--- config.mk ---
export PLATFORM = sky130hd
export DESIGN_NAME = spi_fifo_master
export DESIGN_NICKNAME = d
export VERILOG_FILES = /design/src/rtl/spi_fifo_pkg.sv /design/src/rtl/spi_word_fifo.sv /design/src/rtl/spi_bit_engine.sv /design/src/rtl/spi_fifo_master.sv
export SDC_FILE = /design/constraint.sdc
export NUM_CORES = 1
export LEC_CHECK = 0
export BUFFER_PORTS_ARGS = -buffer_cell sky130_fd_sc_hd__buf_2
export CORE_MARGIN = 5
export CORE_UTILIZATION = 35
export DETAILED_ROUTE_END_ITERATION = 6
export GPL_TIMING_DRIVEN = 0
export PLACE_DENSITY_LB_ADDON = 0.08
export SLEW_MARGIN = 20
export SYNTH_ARGS = -nofsm -noshare
export SYNTH_HDL_FRONTEND = slang
export SYNTH_HIERARCHICAL = 1
export SYNTH_SLANG_ARGS = --single-unit
export TNS_END_PERCENT = 30
--- constraint.sdc ---
create_clock -name clk -period 4.48 [get_ports clk]
set_input_delay 0.672 -clock clk [delete_from_list [all_inputs] [get_ports clk]]
set_output_delay 0.672 -clock clk [all_outputs]
set_load 0.05 [all_outputs]
--- src/rtl/spi_fifo_pkg.sv ---
package spi_fifo_pkg;

  typedef enum logic [1:0] {
    ENG_IDLE,
    ENG_LOW,
    ENG_HIGH,
    ENG_GAP
  } eng_state_t;

  localparam int unsigned MIN_HALF = 2;

  // Effective half period of the serial clock, in system cycles.
  function automatic logic [15:0] half_cycles(input logic [15:0] cfg);
    return (cfg < 16'(MIN_HALF)) ? 16'(MIN_HALF) : cfg;
  endfunction

  // Idle time between words, in system cycles: gap serial periods.
  function automatic logic [31:0] gap_cycles(input logic [15:0] gap,
                                             input logic [15:0] half);
    return 32'(gap) * 32'(half) * 32'd2;
  endfunction

  // Index of the final bit of a character.
  function automatic logic [4:0] final_bit(input logic len16);
    return len16 ? 5'd15 : 5'd7;
  endfunction

endpackage

--- src/rtl/spi_word_fifo.sv ---
module spi_word_fifo #(
  parameter int W     = 16,
  parameter int DEPTH = 4,
  localparam int CW   = $clog2(DEPTH + 1),
  localparam int PW   = (DEPTH > 1) ? $clog2(DEPTH) : 1
) (
  input  logic          clk,
  input  logic          rst_n,
  input  logic          run,
  input  logic          wr,
  input  logic [W-1:0]  wdata,
  input  logic          rd,
  output logic [W-1:0]  rdata,
  output logic [CW-1:0] count,
  output logic          full,
  output logic          empty,
  output logic          ovf
);

  logic [W-1:0]  mem [DEPTH];
  logic [PW-1:0] wr_ptr, rd_ptr;
  logic          do_wr, do_rd;

  assign full  = (count == CW'(DEPTH));
  assign empty = (count == '0);
  assign do_wr = run && wr && !full;
  assign do_rd = run && rd && !empty;
  assign rdata = mem[rd_ptr];

  always_ff @(posedge clk) begin
    if (do_wr) mem[wr_ptr] <= wdata;
  end

  always_ff @(posedge clk or negedge rst_n) begin
    if (!rst_n) begin
      wr_ptr <= '0;
      rd_ptr <= '0;
      count  <= '0;
      ovf    <= 1'b0;
    end else if (!run) begin
      wr_ptr <= '0;
      rd_ptr <= '0;
      count  <= '0;
      ovf    <= 1'b0;
    end else begin
      if (do_wr) wr_ptr <= wr_ptr + 1'b1;
      if (do_rd) rd_ptr <= rd_ptr + 1'b1;
      case ({do_wr, do_rd})
        2'b10:   count <= count + 1'b1;
        2'b01:   count <= count - 1'b1;
        default: count <= count;
      endcase
      if (wr && full) ovf <= 1'b1;
    end
  end

  assert_count_bound_R9: assert property (@(posedge clk) disable iff (!rst_n)
    count <= CW'(DEPTH));

  assert_full_drop_R10: assert property (@(posedge clk) disable iff (!rst_n)
    (run && wr && full && !rd) |=> (!run || (ovf && count == $past(count))));

  assert_hold_clear_R11: assert property (@(posedge clk) disable iff (!rst_n)
    !run |=> (count == '0 && !ovf));

endmodule

--- src/rtl/spi_bit_engine.sv ---
module spi_bit_engine
  import spi_fifo_pkg::*;
(
  input  logic        clk,
  input  logic        rst_n,
  input  logic [15:0] cfg_half,
  input  logic [31:0] cfg_gap_cyc,
  input  logic        len16,
  input  logic        tx_avail,
  input  logic [15:0] tx_word,
  output logic        tx_pop,
  input  logic        miso,
  output logic        rx_push,
  output logic [15:0] rx_word,
  output logic        sclk,
  output logic        mosi,
  output logic        ss_n
);

  eng_state_t  state;
  logic [15:0] cnt;
  logic [31:0] gcnt;
  logic [4:0]  bitn;
  logic [15:0] sr;

  // Named internal events, shared by the logic and the assertions.
  logic half_end, last, rise_evt, fall_evt, chain, start;

  assign half_end = (cnt >= cfg_half - 16'd1);
  assign last     = (bitn == final_bit(len16));
  assign rise_evt = (state == ENG_LOW)  && half_end;
  assign fall_evt = (state == ENG_HIGH) && half_end;
  assign chain    = fall_evt && last && tx_avail && (cfg_gap_cyc == 32'd0);
  assign start    = (state == ENG_IDLE) && tx_avail;
  assign tx_pop   = start || chain;
  assign rx_push  = rise_evt && last;
  assign rx_word  = {sr[14:0], miso};

  always_ff @(posedge clk or negedge rst_n) begin
    if (!rst_n) begin
      state <= ENG_IDLE;
      cnt   <= '0;
      gcnt  <= '0;
      bitn  <= '0;
      sr    <= '0;
      sclk  <= 1'b0;
      mosi  <= 1'b0;
      ss_n  <= 1'b1;
    end else begin
      case (state)
        ENG_IDLE: begin
          if (tx_avail) begin
            sr    <= tx_word;
            mosi  <= tx_word[15];
            ss_n  <= 1'b0;
            bitn  <= '0;
            cnt   <= '0;
            state <= ENG_LOW;
          end
        end
        ENG_LOW: begin
          if (half_end) begin
            sclk  <= 1'b1;
            sr    <= rx_word;
            cnt   <= '0;
            state <= ENG_HIGH;
          end else begin
            cnt <= cnt + 16'd1;
          end
        end
        ENG_HIGH: begin
          if (half_end) begin
            sclk <= 1'b0;
            cnt  <= '0;
            if (!last) begin
              bitn  <= bitn + 5'd1;
              mosi  <= sr[15];
              state <= ENG_LOW;
            end else if (chain) begin
              sr    <= tx_word;
              mosi  <= tx_word[15];
              bitn  <= '0;
              state <= ENG_LOW;
            end else begin
              ss_n <= 1'b1;
              mosi <= 1'b0;
              gcnt <= '0;
              state <= (cfg_gap_cyc == 32'd0) ? ENG_IDLE : ENG_GAP;
            end
          end else begin
            cnt <= cnt + 16'd1;
          end
        end
        default: begin
          if (gcnt >= cfg_gap_cyc - 32'd1) state <= ENG_IDLE;
          else gcnt <= gcnt + 32'd1;
        end
      endcase
    end
  end

  assert_sclk_framed_R2: assert property (@(posedge clk) disable iff (!rst_n)
    sclk |-> !ss_n);

  assert_mosi_stable_high_R2: assert property (@(posedge clk) disable iff (!rst_n)
    (sclk && $past(sclk)) |-> $stable(mosi));

  assert_push_on_rise_R12: assert property (@(posedge clk) disable iff (!rst_n)
    rx_push |=> $rose(sclk));

  assert_release_clock_low_R4: assert property (@(posedge clk) disable iff (!rst_n)
    $rose(ss_n) |-> !sclk);

  assert_chain_keeps_select_R5: assert property (@(posedge clk) disable iff (!rst_n)
    chain |=> !ss_n);

  assert_bit_bound_R8: assert property (@(posedge clk) disable iff (!rst_n)
    bitn <= 5'd15);

endmodule

--- src/rtl/spi_fifo_master.sv ---
module spi_fifo_master
  import spi_fifo_pkg::*;
#(
  parameter int DEPTH = 4,
  parameter int HALFW = 8,
  parameter int GAPW  = 8,
  localparam int CW   = $clog2(DEPTH + 1)
) (
  input  logic             clk,
  input  logic             rst_n,
  input  logic             cfg_len16,
  input  logic [HALFW-1:0] cfg_half,
  input  logic [GAPW-1:0]  cfg_gap,
  input  logic             tx_run,
  input  logic             tx_wr,
  input  logic [15:0]      tx_data,
  output logic [CW-1:0]    tx_count,
  output logic             tx_ovf,
  input  logic             rx_run,
  input  logic             rx_rd,
  output logic [15:0]      rx_data,
  output logic [CW-1:0]    rx_count,
  output logic             rx_ovf,
  output logic             sclk,
  output logic             mosi,
  input  logic             miso,
  output logic             ss_n
);

  logic [15:0] half_eff;
  logic [31:0] gap_eff;
  logic [15:0] tx_head, rx_word;
  logic        tx_full, tx_empty, tx_pop;
  logic        rx_full, rx_empty, rx_push;

  assign half_eff = half_cycles(16'(cfg_half));
  assign gap_eff  = gap_cycles(16'(cfg_gap), half_eff);

  spi_word_fifo #(.W(16), .DEPTH(DEPTH)) u_txq (
    .clk(clk), .rst_n(rst_n), .run(tx_run),
    .wr(tx_wr), .wdata(tx_data), .rd(tx_pop), .rdata(tx_head),
    .count(tx_count), .full(tx_full), .empty(tx_empty), .ovf(tx_ovf)
  );

  spi_bit_engine u_eng (
    .clk(clk), .rst_n(rst_n),
    .cfg_half(half_eff), .cfg_gap_cyc(gap_eff), .len16(cfg_len16),
    .tx_avail(!tx_empty), .tx_word(tx_head), .tx_pop(tx_pop),
    .miso(miso), .rx_push(rx_push), .rx_word(rx_word),
    .sclk(sclk), .mosi(mosi), .ss_n(ss_n)
  );

  spi_word_fifo #(.W(16), .DEPTH(DEPTH)) u_rxq (
    .clk(clk), .rst_n(rst_n), .run(rx_run),
    .wr(rx_push), .wdata(rx_word), .rd(rx_rd), .rdata(rx_data),
    .count(rx_count), .full(rx_full), .empty(rx_empty), .ovf(rx_ovf)
  );

  assert_pop_nonempty_R9: assert property (@(posedge clk) disable iff (!rst_n)
    tx_pop |-> tx_count != '0);

  assert_tx_overflow_R10: assert property (@(posedge clk) disable iff (!rst_n)
    (tx_run && tx_wr && tx_full) |=> (tx_ovf || !tx_run));

  assert_rx_overflow_R10: assert property (@(posedge clk) disable iff (!rst_n)
    (rx_run && rx_push && rx_full) |=> (rx_ovf || !rx_run));

  assert_empty_pop_ignored_R9: assert property (@(posedge clk) disable iff (!rst_n)
    (rx_rd && rx_empty && !rx_push) |=> rx_count == '0);

endmodule

==> impl_metrics.ini <==
[global_route]
grt_pass1_wl_um = 53200
grt_pass1_vias = 9963
antenna_found_initial = 0
grt_usage_pct = 14.4
grt_start_max_net_pins = 70
overflow = 0

[sta]
grt_setup_unrepaired = yes
fin_crit_ns = 7.75
post-route-period-util_pct = 173
relSlewSlack_pct = 39.7
hold_viol_final = 0
max_freq_ghz = 0.129
setup_ws_ns = -3.27
report.final.slew_viol_count = 0
skew_ns = 0.0179
worst_pin_slew_ns = 0.905
finalSetupViolCount = 132

[clock_tree]
cts_made_buffers = 25
clock_path_buffers = 3
cts_tree = built
clk_latency_ns = 0.54
cts_root_buf = clkbuf_16
cts.clk_slew.worst_paths_ns = 0.06
htree_levels = 1
clock-sinks = 218

[detailed_routing]
ant_nets = 0
vias_per_cell = 4.88
totalWireLength_um = 32500
wl_per_cell_um = 15.9
drcViolationCount = 0
num_vias = 9958
dr.pass1.iters = 5
drtIter0Drc = 622

[layout]
nets = 1675
final_common_cell = edfxtp_1
num_antenna_cells = 0
multiInputGateArea_um2 = 8260
regArea_um2 = 6100
layout_common_cells = 128 x edfxtp_1, 94 x nand2_1, 91 x ha_1
fill_cells = 3783
drive_gt1_share_pct = 26.7
fin_area_um2 = 17700
syn2layout_area_growth_pct = 24.9

[synthesis]
netlist_instances = 1283
syn_area_per_cell_um2 = 11.1
syn_area_um2 = 14200
yosys_warnings = 6

[worst_setup_path]
crit_required_ns = 4.89
crit_path_max_incr_delay_ns = 0.54
crit_type = primary input to register
crit_top_cell = fa_1
cpMaxStageDelayCell = fa_1
endpoint_kind = register
path_max_fanout = 5
start_kind = primary input
critPathArrivalTime_ns = 8.16

[floorplan]
ios = 67
core-area_um2 = 39900
die_h_um = 211
rows = 73
dieWidth_um = 211
initial_core_util_pct = 35.6
dieArea_um2 = 44700

[placement]
port_buffers = 62
dpl_cell_area_um2 = 15800
hpwl_um = 23000
dp_slack_ns = -4.44
place_congestion = 0.753

[power]
peakVddDrop_uv = 267
p_per_area_nw_per_um2 = 501
p_leak_nw = 7.22

[min_path]
hold_path.class = primary input to register

[run_status]
violations = negative setup slack
status = finished with violations

[job]
drv_cap = 0
-- worst paths after layout --
| path | from | to | slack [ns] | cells after the start |
|---|---|---|---|---|
| setup / recovery | cfg_gap[3] | u_eng/gcnt[26] | -3.27 | 33 |
| hold / removal | tx_data[3] | u_txq/mem[0][3] | 0.35 | 1 |
| setup reg to reg | u_eng/cnt[2] | u_rxq/count[1] | 0.78 | 15 |
| hold reg to reg | u_eng/mosi | u_eng/mosi | 0.50 | 2 |
| max in group asynchronous | rst_n | u_eng/ss_n | 3.20 | 3 |
| min in group asynchronous | rst_n | u_eng/sr[7] | 0.58 | 2 |
-- timing repair --
item,4_1_cts,5_1_grt
hold buffers,1,0
buffers inserted,33,16
pin swaps,47,42
setup endpoints to repair,132,149
gates resized for setup,102,79
cloned,6,3
hold endpoints to repair,21,0
-- worst max-delay path, delay by kind of cell --
family | cells | cell delay [ns]
fa+ha+maj | 6 | 2.69
xor+xnor | 2 | 0.32
buf+inv | 8 | 0.76
compound gates | 7 | 1.54
simple gates | 10 | 2.13
-- area by class of cell --
cell class	count	share of cell area [%]
multi-input cells	979	46.6
flip-flops and latches	218	34.4
repair buffers	120	5.52
clock buffers	36	3.98
well taps	525	3.70
plain buffers	69	3.24
inverters	83	1.76
clock inverters	10	0.853
-- flip-flops by register name, summed over array words and instances (netlist names), 3 cells and up --
signal       flops
u_eng/sr        16
u_eng/cnt       16
u_rxq/count      3
u_txq/mem       64
u_txq/count      3
u_rxq/mem       64
u_eng/bitn       5
u_eng/gcnt      32
-- routing by layer --
metal  wire [um]  vias to the layer above  GRT usage (%)
met4         483                        0           2.75
met1       16100                     4827           21.2
met5           0                        -              0
li1            -                     4984              -
met2       15100                      115           23.4
met3         850                       32           1.32
-- where the power goes --
part | internal, mW | switching, mW | total, mW
Sequential | 2.39 | 0.149 | 2.54
Clock | 1.28 | 0.827 | 2.11
Combinational | 2.07 | 2.17 | 4.24
Total | 5.75 | 3.14 | 8.89
-- metrics by stage --
step | power, mW | hold WS, ns | utilization, % | setup TNS, ns | cells
2_1_floorplan | 5.19 | 0.376 | - | -169.77 | 1348
3_3_place_gp | 5.92 | 0.471 | 39.4 | -318.51 | 1935
3_5_place_dp | 5.96 | 0.489 | 39.5 | -320.35 | 1936
4_1_cts | 8.58 | 0.313 | 43.2 | -204.56 | 2022
5_1_grt | 9.51 | 0.328 | 44.5 | -224.56 | 2040
6_report | 8.89 | 0.348 | 44.5 | -182.94 | 2040
No activity file was read; power rests on OpenSTA's default activity.
